## src/rtl/cintc_pkg.sv

```systemverilog
package cintc_pkg;
  typedef enum logic [1:0] {
    RK_NONE,
    RK_ENABLE,
    RK_STATUS,
    RK_VECTOR
  } reg_kind_e;
endpackage

```

## src/rtl/cintc_decode.sv

```systemverilog
module cintc_decode
  import cintc_pkg::*;
#(
  parameter int ADDR_W    = 8,
  parameter int NUM_BANKS = 5,
  parameter int STRIDE    = 16,
  parameter int EN_OFF    = 0,
  parameter int ST_OFF    = 4,
  parameter int VEC_ADDR  = 80,
  localparam int OFF_W    = $clog2(STRIDE),
  localparam int BANK_W   = $clog2(NUM_BANKS)
) (
  input  logic [ADDR_W-1:0] addr_i,
  output reg_kind_e         kind_o,
  output logic [BANK_W-1:0] bank_o
);
  logic [ADDR_W-OFF_W-1:0] slot;
  logic [OFF_W-1:0]        off;

  assign slot = addr_i[ADDR_W-1:OFF_W];
  assign off  = addr_i[OFF_W-1:0];

  always_comb begin
    kind_o = RK_NONE;
    bank_o = BANK_W'(slot);
    if (addr_i == ADDR_W'(VEC_ADDR)) begin
      kind_o = RK_VECTOR;
    end else if (int'(slot) < NUM_BANKS) begin
      if (off == OFF_W'(EN_OFF))      kind_o = RK_ENABLE;
      else if (off == OFF_W'(ST_OFF)) kind_o = RK_STATUS;
    end
  end
endmodule

```

## src/rtl/cintc_lowest.sv

```systemverilog
module cintc_lowest #(
  parameter int W   = 32,
  localparam int IW = $clog2(W)
) (
  input  logic [W-1:0]  vec_i,
  output logic [IW-1:0] idx_o,
  output logic          any_o
);
  always_comb begin
    idx_o = '0;
    any_o = |vec_i;
    for (int i = W - 1; i >= 0; i--) begin
      if (vec_i[i]) idx_o = IW'(i);
    end
  end
endmodule

```

## src/rtl/cintc_bank.sv

```systemverilog
module cintc_bank #(
  parameter int LINES  = 32,
  parameter int GROUP  = 0,
  localparam int IDX_W = $clog2(LINES)
) (
  input  logic             clk,
  input  logic             rst_n,
  input  logic [LINES-1:0] src_i,
  input  logic             en_we_i,
  input  logic             st_we_i,
  input  logic [LINES-1:0] wdata_i,
  output logic [LINES-1:0] en_o,
  output logic [LINES-1:0] st_o,
  output logic [IDX_W-1:0] vec_o,
  output logic             req_o
);
  localparam logic [LINES-1:0] GRP_MASK = (LINES'(1) << GROUP) - LINES'(1);

  logic [LINES-1:0] src_q, en_q, st_q;
  logic [LINES-1:0] rise, clr_val, st_clr, st_d, en_d, pend;
  logic             st_ce;
  logic [IDX_W-1:0] lo_idx;
  logic             lo_any;

  // next-state
  always_comb begin
    rise    = src_i & ~src_q;
    clr_val = wdata_i | ((|(wdata_i & GRP_MASK)) ? GRP_MASK : '0);
    st_clr  = st_we_i ? clr_val : '0;
    st_d    = (st_q & ~st_clr) | rise;
    st_ce   = st_we_i | (|rise);
    en_d    = (wdata_i & ~GRP_MASK) | (wdata_i[0] ? GRP_MASK : '0);
  end

  // registers
  always_ff @(posedge clk or negedge rst_n) begin
    if (!rst_n) src_q <= '0;
    else        src_q <= src_i;
  end

  always_ff @(posedge clk or negedge rst_n) begin
    if (!rst_n)       st_q <= '0;
    else if (st_ce)   st_q <= st_d;
  end

  always_ff @(posedge clk or negedge rst_n) begin
    if (!rst_n)        en_q <= '0;
    else if (en_we_i)  en_q <= en_d;
  end

  assign pend  = st_q & en_q;
  assign req_o = |pend;
  assign en_o  = en_q;
  assign st_o  = st_q;

  cintc_lowest #(.W(LINES)) u_lowest (
    .vec_i (pend),
    .idx_o (lo_idx),
    .any_o (lo_any)
  );

  if (GROUP > 0) begin : g_grouped
    assign vec_o = (lo_any && int'(lo_idx) < GROUP) ? '0 : lo_idx;

    assert_group_uniform_R7: assert property (@(posedge clk) disable iff (!rst_n)
      ((en_q & GRP_MASK) == '0) || ((en_q & GRP_MASK) == GRP_MASK));
  end else begin : g_plain
    assign vec_o = lo_idx;
  end

  assert_w1c_clears_R3: assert property (@(posedge clk) disable iff (!rst_n)
    (st_we_i && !(|rise)) |=> ((st_q & $past(clr_val)) == '0));

  assert_rise_latches_R2: assert property (@(posedge clk) disable iff (!rst_n)
    (|rise) |=> ((st_q & $past(rise)) == $past(rise)));

  assert_status_sticky_R2: assert property (@(posedge clk) disable iff (!rst_n)
    !st_we_i |=> ((st_q & $past(st_q)) == $past(st_q)));

  assert_masked_quiet_R5: assert property (@(posedge clk) disable iff (!rst_n)
    (en_q == '0) |-> !req_o);

  assert_idle_vector_R6: assert property (@(posedge clk) disable iff (!rst_n)
    !req_o |-> (vec_o == '0));
endmodule

```

## src/rtl/cascade_intc.sv

```systemverilog
module cascade_intc
  import cintc_pkg::*;
#(
  parameter int NUM_BANKS   = 5,
  parameter int LINES       = 32,
  parameter int GROUP_LINES = 12,
  parameter int ADDR_W      = 8,
  parameter int STRIDE      = 16,
  parameter int VEC_ADDR    = 80,
  localparam int NSRC       = NUM_BANKS * LINES,
  localparam int IDX_W      = $clog2(LINES),
  localparam int BANK_W     = $clog2(NUM_BANKS)
) (
  input  logic              clk,
  input  logic              rst_n,
  input  logic [NSRC-1:0]   src_i,
  input  logic              bus_sel_i,
  input  logic              bus_we_i,
  input  logic [ADDR_W-1:0] bus_addr_i,
  input  logic [LINES-1:0]  bus_wdata_i,
  output logic [LINES-1:0]  bus_rdata_o,
  output logic [NUM_BANKS-1:0] irq_o
);
  logic rst_meta, rst_sync_n;

  always_ff @(posedge clk or negedge rst_n) begin
    if (!rst_n) begin
      rst_meta   <= 1'b0;
      rst_sync_n <= 1'b0;
    end else begin
      rst_meta   <= 1'b1;
      rst_sync_n <= rst_meta;
    end
  end

  reg_kind_e         kind;
  logic [BANK_W-1:0] bank_sel;

  cintc_decode #(
    .ADDR_W    (ADDR_W),
    .NUM_BANKS (NUM_BANKS),
    .STRIDE    (STRIDE),
    .EN_OFF    (0),
    .ST_OFF    (4),
    .VEC_ADDR  (VEC_ADDR)
  ) u_decode (
    .addr_i (bus_addr_i),
    .kind_o (kind),
    .bank_o (bank_sel)
  );

  logic [LINES-1:0]     en_all  [NUM_BANKS];
  logic [LINES-1:0]     st_all  [NUM_BANKS];
  logic [NUM_BANKS-1:0] en_we, st_we;
  logic [NUM_BANKS*IDX_W-1:0] vec_packed;

  for (genvar b = 0; b < NUM_BANKS; b++) begin : g_bank
    assign en_we[b] = bus_sel_i && bus_we_i && (kind == RK_ENABLE) && (bank_sel == BANK_W'(b));
    assign st_we[b] = bus_sel_i && bus_we_i && (kind == RK_STATUS) && (bank_sel == BANK_W'(b));

    cintc_bank #(
      .LINES (LINES),
      .GROUP ((b == 0) ? GROUP_LINES : 0)
    ) u_bank (
      .clk     (clk),
      .rst_n   (rst_sync_n),
      .src_i   (src_i[b*LINES +: LINES]),
      .en_we_i (en_we[b]),
      .st_we_i (st_we[b]),
      .wdata_i (bus_wdata_i),
      .en_o    (en_all[b]),
      .st_o    (st_all[b]),
      .vec_o   (vec_packed[b*IDX_W +: IDX_W]),
      .req_o   (irq_o[b])
    );
  end

  always_comb begin
    bus_rdata_o = '0;
    if (bus_sel_i && !bus_we_i) begin
      case (kind)
        RK_ENABLE: bus_rdata_o = en_all[bank_sel];
        RK_STATUS: bus_rdata_o = st_all[bank_sel];
        RK_VECTOR: bus_rdata_o = LINES'(vec_packed);
        default:   bus_rdata_o = '0;
      endcase
    end
  end

  assert_single_target_R1: assert property (@(posedge clk) disable iff (!rst_sync_n)
    $onehot0({en_we, st_we}));

  assert_unmapped_silent_R10: assert property (@(posedge clk) disable iff (!rst_sync_n)
    (bus_sel_i && (kind == RK_NONE)) |-> (bus_rdata_o == '0));
endmodule

```

## config.mk

```make
export PLATFORM = sky130hd
export DESIGN_NAME = cascade_intc
export DESIGN_NICKNAME = d
export VERILOG_FILES = /design/src/rtl/cintc_pkg.sv /design/src/rtl/cintc_decode.sv /design/src/rtl/cintc_lowest.sv /design/src/rtl/cintc_bank.sv /design/src/rtl/cascade_intc.sv
export SDC_FILE = /design/constraint.sdc
export NUM_CORES = 1
export LEC_CHECK = 0
export ABC_AREA = 1
export BUFFER_PORTS_ARGS = -buffer_cell sky130_fd_sc_hd__buf_2
export CAP_MARGIN = 10
export CORE_MARGIN = 3
export CORE_UTILIZATION = 45
export CTS_CLUSTER_SIZE = 28
export DETAILED_ROUTE_END_ITERATION = 12
export PLACE_DENSITY = 0.64
export SLEW_MARGIN = 20
export SYNTH_ARGS = -nofsm -noshare
export SYNTH_HDL_FRONTEND = slang
export SYNTH_SLANG_ARGS = --single-unit
export TNS_END_PERCENT = 5
```

## constraint.sdc

```tcl
create_clock -name clk -period 16.4 [get_ports clk]
set_clock_uncertainty 0.1 [all_clocks]
set_input_delay 2.46 -clock clk [delete_from_list [all_inputs] [get_ports clk]]
set_output_delay 2.46 -clock clk [all_outputs]
set_load 0.03 [all_outputs]
```

### Word level (Yosys, flattened, before mapping)

Cells that the tools add are included.

* flip-flop bits (word level): 482
* output and inout bits: 37

* equal/unequal tests: 9
* $lt $le $gt $ge: 3
* reductions and logical operators: 29
* mux-type cells: 180
* bitwise gates (word level): 38

Operators with widths (number)
* 2-to-1 mux 5 bit: 161
* AND 32 bit: 15
* 2-to-1 mux 32 bit: 10
* NOT 32 bit: 10
* OR reduction 32 bit: 10
* bitwise OR 32 bit: 7
* binary-select mux 32 bit (select 3 bit): 2
* case mux 32 bit (3 select lines): 1
* 2-to-1 mux 12 bit: 2
* logical AND 1 bit: 15
* OR reduction 12 bit: 1
* == test 8 x 7 -> 1 bit (second input constant): 1
* 2-to-1 mux 2 bit: 4
* == test 3 x 2 -> 1 bit (second input constant): 2
* less-than comparator 5 x 4 -> 1 bit (second input constant): 1
* bitwise OR 1 bit: 5
* == test 2 bit (second input constant): 2
* == test 4 x 3 -> 1 bit (second input constant): 1
* greater-or-equal comparator 4 bit (second input constant): 1
* logical NOT 4 bit: 1
* less-than comparator 4 x 3 -> 1 bit (second input constant): 1
* NOT 3 -> 4 bit: 1
* == test 3 x 1 -> 1 bit (second input constant): 1
* == test 3 bit (second input constant): 1
* other kinds (3): 3

### Logic depth before layout (Yosys ltp)

Gate-level depths: netlist of run 1.

* depth in word-level cells: 38
* mapped depth: 34

### Modules after synthesis

A second synthesis of run 1 with hierarchy kept.

* cells, all modules: 3362
* area, all modules: 25336.8 um2

By module, submodules not included
* cintc_bank (g_bank[1].u_bank ...): times used 4, area an instance 3838.7 um2, sequential area each 2402.3 um2, cells each 358
* cascade_intc: times used 1, area an instance 4071.4 um2, sequential area each 50.0 um2, cells each 985
* cintc_bank (g_bank[0].u_bank): times used 1, area an instance 3440.8 um2, sequential area each 2127.0 um2, cells each 383
* cintc_lowest: times used 5, area an instance 470.5 um2, sequential area each 0.0 um2, cells each 107
* cintc_decode: times used 1, area an instance 117.6 um2, sequential area each 0.0 um2, cells each 27

### Worst setup path before layout of run 1

No wires, ideal clock.

* path kind: input port to output port
* start point: in bus_addr_i[4]
* end point: out bus_rdata_o[22]
* data arrival time: 4.213 ns
* path slack: 9.627 ns
* required time: 13.840 ns
* stages on the path: 9
* buffers on the path: 2
* cell sequence: nor2_2 inv_2 a21oi_1 nand3_1 inv_1 clkbuf_1 buf_2 nand2_1 a31oi_1

* cells in the longest elaborated chain, start to end: 6
* elaborated cells on any way between the ends: 16
* classes of those cells: order compare: 1; eq/ne: 4; mux: 10; bitwise: 1

Ends and longest elaborated chain
* start: declaration: line cascade_intc.sv:19 `input logic [ADDR_W-1:0] bus_addr_i,`
* less-than comparator 4 x 3 -> 1 bit or NOT 3 -> 4 bit (tied branches): line cintc_decode.sv:28, cascade_intc.sv:82, cascade_intc.sv:83
* 2-to-1 mux 2 bit, or another cell as far along: line cintc_decode.sv:28 `end else if (int'(slot) < NUM_BANKS) begin`
* 2-to-1 mux 2 bit, or another cell as far along: line cintc_decode.sv:26 `if (addr_i == ADDR_W'(VEC_ADDR)) begin`
* == test 2 bit, or another cell as far along: line cascade_intc.sv:81 `case (kind)`
* case mux 32 bit (3 select lines) *: line cascade_intc.sv:81
* 2-to-1 mux 32 bit *: line cascade_intc.sv:80 `if (bus_sel_i && !bus_we_i) begin`
* end: declaration: line cascade_intc.sv:21 `output logic [LINES-1:0] bus_rdata_o,`

Every way passes the cells marked *; elsewhere a longest branch is shown, timed or not. The select of a mux whose other input is x is not followed.

### Worst setup path after layout of run 1

* start point: in bus_addr_i[4]
* end point: out bus_rdata_o[10]

The elaborated chain is that of the path after synthesis.

==> summary.md, run 1 <==
| Metric | Value |
|---|---|
| Status | `finished, final reports clean` |
| Final Net Count | `2893` |
| Synthesized instance count | `2472` |
| Clock-pin slew on the worst setup and hold paths | `0.06 ns` |
| R2R Path Start | `rst_sync_n` |
| Clock Path Buffers | `3` |
| Initial core utilization | `46.1%` |
| # H-tree levels | `2` |
| Post-DP HPWL | `roughly 47000 um` |
| Drt drc | `0` |
| Synthesis warning total | `0` |
| Simple-gate share of the synthesized area | `17.4%` |
| Crit end category | `primary output` |
| Pre-CTS WS | `8.73 ns` |
| Synthesis-stage register bit count | `471` |
| Top_reg_cell synth | `dfrtp_1` |
| CTS tree | `done` |
| Drt first pass iters | `6` |
| Final Routed Wirelength | `69200 um` |
| GPL Wtd Cong | `0.928` |
| Diode count | `0` |
| Hold Path Class | `register to register` |
| Synth top area share | `between 50% and 60%` |
| MaxCap Viol Count | `0` |
| Post-synth EDFFs | `0` |
| IO Port Bufs | `240` |
| Syn Nets | `~2.7k` |
| Root Buffer | `clkbuf_16` |
| Final setup vio count | `0` |
| Sequential-to-total area share from yosys stat | `57.2%` |
| Setup WS post-layout | `around 8.7 ns` |
| Most frequent cells in the layout | `nand2_1, o21ai_0, dfrtp_1, inv_1, buf_2` |
| First-pass GRT wire length | `106000 um` |
| Final Max Tran Viols | `0` |
| DR WL/cell | `approximately 21 um` |
| Max Fclk | `129 MHz` |
| Io pins | `241` |
| Compound-Gate Fraction of Synth Area | `18.4%` |
| Final antenna-violating net count | `0` |
| Fraction of layout cells with a size suffix above 1 | `13.7%` |
| Minimum clock period | `7.75 ns` |
| Setup repair bufs after CTS | `0` |
| Avg Synthesized Cell Area | `~8.3 sq um` |
| Measured slew at the worst slew-check pin | `1.13 ns` |
| Vias | `18.5k` |
| Xor/xnor share of the synthesized area | `0%` |
| Number of global-route vias before repair | `around 18k` |
| Crit share post-route | `between 40 and 50%` |
| TNS Setup | `0 ns` |
| Main combinational cell family by area after synthesis | `compound AO/OA/AOI/OAI gates` |
| Die Y | `220 um` |
| Final hold vios | `0` |
| Total Routing Usage GR | `28.9%` |
| Post-synthesis mux area share | `0%` |
| Min-delay src | `rst_meta` |
| Commonest non-fill, non-tap cell in the layout | `nand2_1` |
| Startpoint class of the critical path | `input port` |
| CTS resizes | `0` |
| CTS buffer count | `50` |
| Full die area | `about 48000 sq um` |
| Pwr/cell area | `107 nW/um^2` |
| Largest net degree at the start of global routing | `about 180` |
| Area share of fa/ha/maj cells after synthesis | `0%` |
| RSZ-0062 raised after global routing | `no` |
| Initial antenna violation count | `1` |
| Synth top area cells | `dfrtp_1, nand2_1, o21ai_0` |
| Leakage | `11.9 nW` |
| Highest ir drop seen on vdd | `roughly 100 uV` |
| Sink Count | `between 400 and 500` |
| Vias/cell | `roughly 5.6` |
| Asr flop ratio synth | `100%` |
| CTS Hold Bufs | `0` |
| Syn-to-layout area delta | `16.6%` |
| Total core area | `~45000 sq um` |
| Worst-path fanout max | `49` |
| Post-Syn Area | `a little over 20000 sq um` |
| Worst setup path start | `bus_addr_i[4]` |
| Synth cell types | `36` |
| GR Overflow Total | `0` |
| Iteration-0 DRC count of the detailed router | `1996` |
| CP Data Arrival Time | `5.19 ns` |
| Chip Width | `220 um` |
| CP Class | `input port to primary output` |
| CP required | `13.84 ns` |
| Cell taking the most area after synthesis | `dfrtp_1` |
| Clk_lat worst skew | `0.59 ns` |
| Max-slew headroom | `approximately a quarter` |
| FP Rows | `a little under 80` |
-- sequential cells by signal (all words and copies together) (netlist names) --
name,count
g_bank.u_bank.src_q,160
g_bank.u_bank.en_o,149
g_bank.u_bank.st_o,160
rst_sync_n,1
rst_meta,1
-- cell type report --
type / count / area [sq um]
Clock buffer: 66 / 1430
Clock inverter: 21 / 201
Inverter: 275 / 1030
Sequential cell: 471 / 11800
Multi-Input combinational cell: 1629 / 7420
Timing Repair Buffer: 262 / 1410
Tap cell: 592 / 741
Fill cell: 4225 / 20700
-- metal layers --
metal	up-vias	part of all wire [%]	track usage [%]	wire, um
met5	-	0	0	0
met2	880	45	45.0	31200
met4	0	4.6	12.9	3210
met3	187	7.8	4.40	5380
li1	8514	-	-	-
met1	8882	42	40.2	29400
-- Yosys cell counts, types with 9 or more instances --
master    instances
inv_1           272
o22ai_1          78
clkbuf_1         86
o21ai_1          61
o21ai_0         473
dfrtp_1         471
a21oi_1          27
a31oi_1          22
nor3_1           35
nand2_1         643
nor2_1          214
o31ai_1          15
nor4_1            9
-- cells by family after synthesis --
| kind of cell | after synthesis |
|---|---|
| AND/OR/NAND/NOR | 923 |
| flip-flops | 471 |
| AO/OA/AOI/OAI | 705 |
| buffers and inverters | 372 |
| other | 1 |
-- through the flow --
stage | utilization, % | instance area (sq um) | std cells | power [W] | hold WS [ns]
after detailed placement | 50.0 | 22400 | 3228 | 0.00145 | 0.235
after global placement | 50.0 | 22400 | 3228 | 0.00144 | 0.234
final | 53.7 | 24000 | 3316 | 0.00256 | 0.246
after floorplan | - | 20600 | 2472 | 0.00135 | 0.231
after CTS | 53.7 | 24000 | 3315 | 0.00257 | 0.248
after global routing | 53.7 | 24000 | 3316 | 0.00266 | 0.262
-- path summary, 6_finish.rpt --
| check | to | slack [ns] | depth (start not counted) |
|---|---|---|---|
| hold reg to reg | rst_sync_n | 0.25 | 0 |
| max in group asynchronous | g_bank[2].u_bank.st_o[1] | 13.39 | 3 |
| setup / recovery | bus_rdata_o[10] | 8.65 | 11 |
| hold / removal | rst_sync_n | 0.25 | 0 |
| setup reg to reg | g_bank[2].u_bank.st_o[1] | 13.39 | 3 |
| min in group asynchronous | g_bank[3].u_bank.src_q[20] | 0.36 | 0 |
-- critical path: stages --
cell,delay (ns)
buf_2,0.12
nor2_2,0.41
inv_2,0.07
buf_4,0.33
nor2_1,0.94
nor4_1,0.13
a21oi_1,0.15
o21ai_0,0.12
inv_1,0.10
a21oi_1,0.12
buf_2,0.22
-- report_power, final --
part,switching (W),leakage [nW],internal (W)
registers,0.0000147,5.36,0.00119
clock network,0.000475,0.797,0.000657
logic,0.000160,5.75,0.0000642
total,0.000649,11.9,0.00191
Note: power is estimated with default switching activity, not from simulation.
==> inputs of run 2 (changes only) <==
- ABC_AREA: 1 -> 0
- PLACE_DENSITY: 0.64 -> 0.66
- clock period: 16.4 -> 7 ns (I/O delays scaled with it)
==> run 2 against run 1 <==
  * Design area grew 6.2%
  * Hold slack lost 0.14 ns
  * Critical path depth shrank 1
  * Flip-flop and latch count is the same
  * Register-to-register slack lost 8.8 ns
  * Cell count shrank 13%
  * Critical endpoint is now bus_rdata_o[16]
  * Largest cell class unchanged
==> summary.md, run 2 <==
| Metric | Value |
|---|---|
| Post-DP HPWL | `55900 um (was 47300 um)` |
| Post-synth EDFFs | `0 (unchanged)` |
| Post-DP Area | `23800 sq um (was 22400 sq um)` |
| Clk_lat worst skew | `0.61 ns (was 0.59 ns)` |
| Critical Path, Cell by Cell | `buf_2 > buf_4 > inv_1 > nor2_2 > buf_4 > a32oi_1 > o22ai_1 > a31oi_1 > o21ai_0 > buf_2 (was buf_2 > nor2_2 > inv_2 > buf_4 > nor2_1 > nor4_1 > a21oi_1 > o21ai_0 > inv_1 > a21oi_1 > buf_2)` |
| Fin area | `25500 sq um (was 24000 sq um)` |
| Iteration-0 DRC count of the detailed router | `2057 (was 1996)` |
| Highest ir drop seen on vdd | `237 uV (was 103 uV)` |
| Pwr/cell area | `240 nW/um^2 (was 107 nW/um^2)` |
| IO Port Bufs | `240 (unchanged)` |
| First-pass GRT wire length | `115000 um (was 106000 um)` |
| Largest net degree at the start of global routing | `184 (unchanged)` |
| CP max stage cell | `nor2_2 (was nor2_1)` |
| Xor/xnor share of the synthesized area | `0% (unchanged)` |
| R2R setup slack | `4.63 ns (was 13.39 ns)` |
| Synth top area cells | `dfrtp_1, mux2_2, a22o_1 (was dfrtp_1, nand2_1, o21ai_0)` |
| Minimum clock period | `~5.6 ns` |
| Drt drc | `0 (unchanged)` |
| DR WL/cell | `26.8 um (was 20.9 um)` |
| Synthesis-stage register bit count | `471 (unchanged)` |
| Post-synthesis mux area share | `13.0% (was 0%)` |
| Internal power | `0.00460 W (was 0.00191 W)` |
| TNS Setup | `0 ns (unchanged)` |
| Most frequent cells in the layout | `dfrtp_1, nand2_1, buf_2, inv_1, a22o_1 (was nand2_1, o21ai_0, dfrtp_1, inv_1, buf_2)` |
| Cell taking the most area after synthesis | `dfrtp_1 (unchanged)` |
| GR Overflow Total | `0 (unchanged)` |
| Initial core utilization | `45.8% (was 46.1%)` |
| WP buf/inv | `5 (unchanged)` |
| R2R Path Start | `rst_sync_n (unchanged)` |
| Syn Nets | `2230 (was 2676)` |
| Sink Count | `471 (unchanged)` |
| Simple-gate share of the synthesized area | `10.6% (was 17.4%)` |
| Startpoint class of the critical path | `input port (unchanged)` |
| Power Total | `0.00613 W (was 0.00256 W)` |
| Status | `finished, final reports clean (unchanged)` |
| Final Net Count | `2437 (was 2893)` |
| Synthesized instance count | `2026 (was 2472)` |
| Full die area | `51600 sq um (was 48400 sq um)` |
| Sequential-to-total area share from yosys stat | `53.5% (was 57.2%)` |
| CP Class | `input port to primary output (unchanged)` |
| CTS tree | `done (unchanged)` |
| FP Rows | `80 (was 77)` |
| Compound-Gate Fraction of Synth Area | `17.4% (was 18.4%)` |
| Sw Pwr | `0.00153 W (was 0.000649 W)` |
| Crit end category | `primary output (unchanged)` |
| Max Fclk | `180 MHz` |
| Commonest non-fill, non-tap cell in the layout | `dfrtp_1 (was nand2_1)` |
| GPL Wtd Cong | `1.01 (was 0.928)` |
| Clock Path Buffers | `3 (unchanged)` |
| Die Y | `227 um (was 220 um)` |
| Non-filler cells, final | `2892 (was 3316)` |
| CTS Hold Bufs | `0 (unchanged)` |
| Final antenna-violating net count | `0 (unchanged)` |
| Area share of fa/ha/maj cells after synthesis | `0% (unchanged)` |
| Clock-pin slew on the worst setup and hold paths | `0.06 ns (about the same)` |
| Max-slew headroom | `24.8% (was 24.1%)` |
| Measured slew at the worst slew-check pin | `1.12 ns (was 1.13 ns)` |
| CP required | `5.85 ns (was 13.84 ns)` |
| Setup repair bufs after CTS | `0 (unchanged)` |
| Chip Width | `227 um (was 220 um)` |
| Final setup vio count | `0 (unchanged)` |
| Placed Cells | `2796 (was 3228)` |
| Critical path depth | `10 (was 11)` |
| Root Buffer | `clkbuf_16 (unchanged)` |
| CP Data Arrival Time | `4.41 ns (was 5.19 ns)` |
| Clk pwr share | `45.6% (was 44.2%)` |
| Post-synth top cells | `dfrtp_1, nand2_1, inv_1 (was nand2_1, o21ai_0, dfrtp_1)` |
| Final hold vios | `0 (unchanged)` |
| RSZ-0062 raised after global routing | `no (unchanged)` |
| Io pins | `241 (unchanged)` |
| Sequential Power Share | `46.1% (was 47.0%)` |
| Combinational Power Share | `8.2% (was 8.7%)` |
| Total Routing Usage GR | `29.9% (was 28.9%)` |
| Main combinational cell family by area after synthesis | `compound AO/OA/AOI/OAI gates (unchanged)` |
| RR Endpoint | `g_bank[1].u_bank.src_q[24] (was g_bank[2].u_bank.st_o[1])` |
| Hold Path Class | `input port to async pin (was register to register)` |
| Drt first pass iters | `6 (unchanged)` |
| CTS resizes | `0 (unchanged)` |
| Total core area | `48000 sq um (was 44700 sq um)` |
| Top_reg_cell synth | `dfrtp_1 (unchanged)` |
| Final Max Tran Viols | `0 (unchanged)` |
| Switching part of the total | `25.0% (was 25.4%)` |
| Final Routed Wirelength | `77500 um (was 69200 um)` |
| CTS buffer count | `50 (unchanged)` |
| # H-tree levels | `2 (unchanged)` |
| Critical Path Max Stage Delay | `0.73 ns (was 0.94 ns)` |
| MaxCap Viol Count | `0 (unchanged)` |
| Worst-path fanout max | `61 (was 49)` |
| Top-count cell post-synth | `dfrtp_1 (was nand2_1)` |
| Asr flop ratio synth | `100% (unchanged)` |
| Vias/cell | `6.18 (was 5.57)` |
| Number of global-route vias before repair | `17.8k (was 18.1k)` |
| Fraction of layout cells with a size suffix above 1 | `24.0% (was 13.7%)` |
| Avg Synthesized Cell Area | `10.9 sq um (was 8.33 sq um)` |
| Vias | `17.9k (was 18.5k)` |
| Post-Syn Area | `22000 sq um (was 20600 sq um)` |
| Synthesis warning total | `0 (unchanged)` |
| Synth top area share | `53.5% (was 57.2%)` |
| Synth cell types | `70 (was 36)` |
| CP delay by family, top | `buffers and inverters (was simple AND/OR/NAND/NOR gates)` |
| Initial antenna violation count | `2 (was 1)` |
| Filler instances | `4251 (was 4225)` |
| Crit share post-route | `79.4%` |
| Worst r2r path cells | `2 (was 3)` |
| Leakage | `12.1 nW (was 11.9 nW)` |
| Syn-to-layout area delta | `15.9% (was 16.6%)` |
==> run 2: changes by cell type in the layout (fill, tap and decap cells not counted), moves of 69 or more <==
| cell | delta |
|---|---|
| o21ai_0 | -425 |
| inv_1 | -106 |
| mux2_2 | +145 |
| nand2_1 | -299 |
| a22o_1 | +162 |
| mux2i_1 | +69 |
| nor2_1 | -178 |
==> run 2: logic make-up (layout without fill, tap and decap cells) <==
kind of cell    Yosys count  in the layout
simple gates            517            517
compound gates          513            513
flops                   471            471
buf+inv                 284            533
mux                     240            240
other cells               1              3
==> run 2: worst max path at each step <==
stage,startpoint,endpoint,slack (ns)
after floorplan,rst_sync_n,g_bank[0].u_bank.en_o[11],2.30
after global placement,bus_addr_i[6],bus_rdata_o[16],1.64
after detailed placement,bus_addr_i[6],bus_rdata_o[16],1.57
after CTS,bus_addr_i[6],bus_rdata_o[16],1.57
after global routing,bus_addr_i[6],bus_rdata_o[0],1.34
final,bus_addr_i[6],bus_rdata_o[16],1.44
==> run 2: final cells by class <==
cell class	instances	area, sq um	area share, %
timing repair buffer	272	1490	5.83
sequential	471	11800	46.2
multi-input combinational	1271	9100	35.7
tap	615	769	3.02
antenna	2	5.00	0.0196
clock inverter	31	378	1.48
inverter	167	627	2.46
clock buffer	63	1360	5.33
==> run 2: per-layer routing <==
layer | part of all wire (%) | track usage, %
met1 | 42 | 42.2
met2 | 44 | 45.0
met3 | 8.9 | 5.97
met4 | 4.5 | 13.1
met5 | 0.070 | 0.553
==> run 2: power by group through the flow <==
stage                     Combinational [W]  Sequential (W)  Clock, W
final                              0.000505         0.00283   0.00280
after global routing               0.000541         0.00284   0.00295
after CTS                          0.000497         0.00283   0.00283
after detailed placement           0.000495         0.00288         0
after global placement             0.000489         0.00288         0
after floorplan                    0.000266         0.00290         0
==> run 2: through the flow <==
stage	setup slack [ns]	hold slack, ns	utilization (%)
after detailed placement	1.57	0.240	49.5
final	1.44	0.109	53.1
after floorplan	2.30	0.231	-
after CTS	1.57	0.0818	53.1
after global routing	1.34	0.0993	53.1
after global placement	1.64	0.240	49.5
==> inputs of run 3 (changes only) <==
- clock period: 7 -> 5.1 ns (I/O delays scaled with it)
==> run 3 against run 2 <==
  * Design area increased by 0.55%
  * Critical path depth fell by 2
  * First-iteration DRC count is 10% lower
  * Combinational power rose by 38%
  * Register-to-register slack got worse by 1.2 ns
  * Count of clock-buffer cells in the layout rose by 6
  * Non-clock buffer count grew 9
  * Setup slack got worse by 0.84 ns
  * Power rose by 39%
  * Via count increased by 0.22%
  * Clock power is 40% higher
  * Critical endpoint is now bus_rdata_o[0]
  * Largest power group is now the clock network
==> summary.md, run 3 (synthesis results as in run 2) <==
| Metric | Value |
|---|---|
| CP delay by family, top | `buffers and inverters (unchanged)` |
| Iteration-0 DRC count of the detailed router | `1842 (was 2057)` |
| Syn-to-layout area delta | `16.5% (was 15.9%)` |
| Most frequent cells in the layout | `dfrtp_1, nand2_1, buf_2, inv_1, a22o_1 (unchanged)` |
| CP Class | `input port to primary output (unchanged)` |
| Clk_lat worst skew | `0.59 ns (was 0.61 ns)` |
| Crit end category | `primary output (unchanged)` |
| Max Fclk | `222 MHz` |
| Worst-path fanout max | `20 (was 61)` |
| Pwr/cell area | `331 nW/um^2 (was 240 nW/um^2)` |
| Power Total | `0.00850 W (was 0.00613 W)` |
| IO Port Bufs | `240 (unchanged)` |
| Clock-pin slew on the worst setup and hold paths | `0.06 ns (about the same)` |
| R2R Path Start | `rst_sync_n (unchanged)` |
| GR Overflow Total | `0 (unchanged)` |
| Non-filler cells, final | `2895 (was 2892)` |
| Cell mode on critical path | `buf_2` |
| Setup repair bufs after CTS | `0 (unchanged)` |
| FP Rows | `80 (unchanged)` |
| Commonest non-fill, non-tap cell in the layout | `dfrtp_1 (unchanged)` |
| Total Routing Usage GR | `29.9% (about the same)` |
| Highest ir drop seen on vdd | `239 uV (was 237 uV)` |
| Crit share post-route | `slightly below 90%` |
| Max-slew headroom | `34.4% (was 24.8%)` |
| Total core area | `48000 sq um (unchanged)` |
| GPL Wtd Cong | `0.993 (was 1.01)` |
| CP required | `4.24 ns (was 5.85 ns)` |
| R2R setup slack | `3.47 ns (was 4.63 ns)` |
| RR Endpoint | `g_bank[4].u_bank.src_q[13] (was g_bank[1].u_bank.src_q[24])` |
| Final Max Tran Viols | `0 (unchanged)` |
| Io pins | `241 (unchanged)` |
| Final setup vio count | `0 (unchanged)` |
| CP max stage cell | `nor2_2 (unchanged)` |
| Critical Path Max Stage Delay | `0.64 ns (was 0.73 ns)` |
| Full die area | `51600 sq um (unchanged)` |
| Placed Cells | `2804 (was 2796)` |
| CP Capture Point | `bus_rdata_o[0] (was bus_rdata_o[16])` |
| Initial core utilization | `45.8% (unchanged)` |
| Drt drc | `0 (unchanged)` |
| Die Y | `227 um (unchanged)` |
| Post-DP HPWL | `56800 um (was 55900 um)` |
| WP buf/inv | `4 (was 5)` |
| Measured slew at the worst slew-check pin | `0.976 ns (was 1.12 ns)` |
| CTS tree | `done (unchanged)` |
| Sink Count | `471 (unchanged)` |
| Final hold vios | `0 (unchanged)` |
| Hold slack | `0.188 ns (was 0.109 ns)` |
| Filler instances | `4138 (was 4251)` |
| RSZ-0062 raised after global routing | `no (unchanged)` |
| First-pass GRT wire length | `114000 um (was 115000 um)` |
| Final Net Count | `2445 (was 2437)` |
| Status | `finished, final reports clean (unchanged)` |
| # H-tree levels | `2 (unchanged)` |
| Clock Path Buffers | `3 (unchanged)` |
| Chip Width | `227 um (unchanged)` |
| Critical Path, Cell by Cell | `buf_2 > inv_1 > nor2_2 > buf_4 > a22oi_1 > o22a_1 > o21ai_0 > buf_2 (was buf_2 > buf_4 > inv_1 > nor2_2 > buf_4 > a32oi_1 > o22ai_1 > a31oi_1 > o21ai_0 > buf_2)` |
| Worst r2r path cells | `1 (was 2)` |
| Initial antenna violation count | `2 (unchanged)` |
| Drt first pass iters | `6 (unchanged)` |
| Minimum clock period | `4.50 ns` |
| CTS resizes | `0 (unchanged)` |
| Critical path depth | `8 (was 10)` |
| TNS Setup | `0 ns (unchanged)` |
| Number of global-route vias before repair | `17.8k (about the same)` |
| MaxCap Viol Count | `0 (unchanged)` |
| DR WL/cell | `26.7 um (was 26.8 um)` |
| Final Routed Wirelength | `77300 um (was 77500 um)` |
| Vias/cell | `6.18 (about the same)` |
| Worst setup path start | `bus_addr_i[6] (unchanged)` |
| Hold Path Class | `input port to register (was input port to async pin)` |
| Largest net degree at the start of global routing | `140 (was 184)` |
| Fraction of layout cells with a size suffix above 1 | `24.0% (about the same)` |
| Vias | `17.9k (about the same)` |
| Diode count | `0 (was 2)` |
| Final antenna-violating net count | `0 (unchanged)` |
| Startpoint class of the critical path | `input port (unchanged)` |
| Root Buffer | `clkbuf_16 (unchanged)` |
| CP Data Arrival Time | `3.63 ns (was 4.41 ns)` |
| Leakage | `12.2 nW (was 12.1 nW)` |
| CTS buffer count | `49 (was 50)` |
==> run 3: through the flow <==
stage	util [%]	setup slack [ns]	cell area (sq um)
global placement	49.7	0.906	23900
detailed placement	49.7	0.832	23900
global route	53.4	0.547	25700
CTS	53.4	0.805	25700
finish	53.4	0.601	25700
floorplan	-	0.399	22000
==> run 3: metal layers <==
| layer | up-vias | global-route usage, % | share of wire [%] |
|---|---|---|---|
| li1 | 7750 | - | - |
| met1 | 9076 | 42.0 | 43 |
| met2 | 898 | 46.2 | 45 |
| met3 | 176 | 5.82 | 8.3 |
| met4 | 2 | 11.7 | 4.1 |
| met5 | - | 0 | 0.0091 |
==> run 3: worst min path at each step <==
stage	startpoint	endpoint	slack [ns]	depth (start not counted)
after detailed placement	rst_meta	rst_sync_n	0.24	0
after global placement	rst_meta	rst_sync_n	0.24	0
after global routing	src_i[66]	g_bank[2].u_bank.src_q[2]	0.17	1
after CTS	src_i[85]	g_bank[2].u_bank.src_q[21]	0.16	1
after floorplan	rst_meta	rst_sync_n	0.23	0
final	src_i[97]	g_bank[3].u_bank.src_q[1]	0.19	1
==> run 3: power by group <==
part	switching, W	internal [W]	total, W
registers	0.0000536	0.00383	0.00388
clock network	0.00151	0.00241	0.00392
logic	0.000468	0.000228	0.000696
total	0.00204	0.00646	0.00850
==> run 3: layout make-up <==
cell class,count,area [sq um],area share (%)
well taps,615,769,3.00
repair buffers,281,1600,6.22
inverters,167,627,2.44
clock buffers,69,1420,5.55
flip-flops and latches,471,11800,45.9
multi-input cells,1271,9100,35.5
clock inverters,21,353,1.38
==> run 3: what timing repair did <==
item                                    in CTS  in global routing
hold buffers                                 1                  0
hold endpoints to repair                     2                  0
endpoints found under the setup margin       0                  0
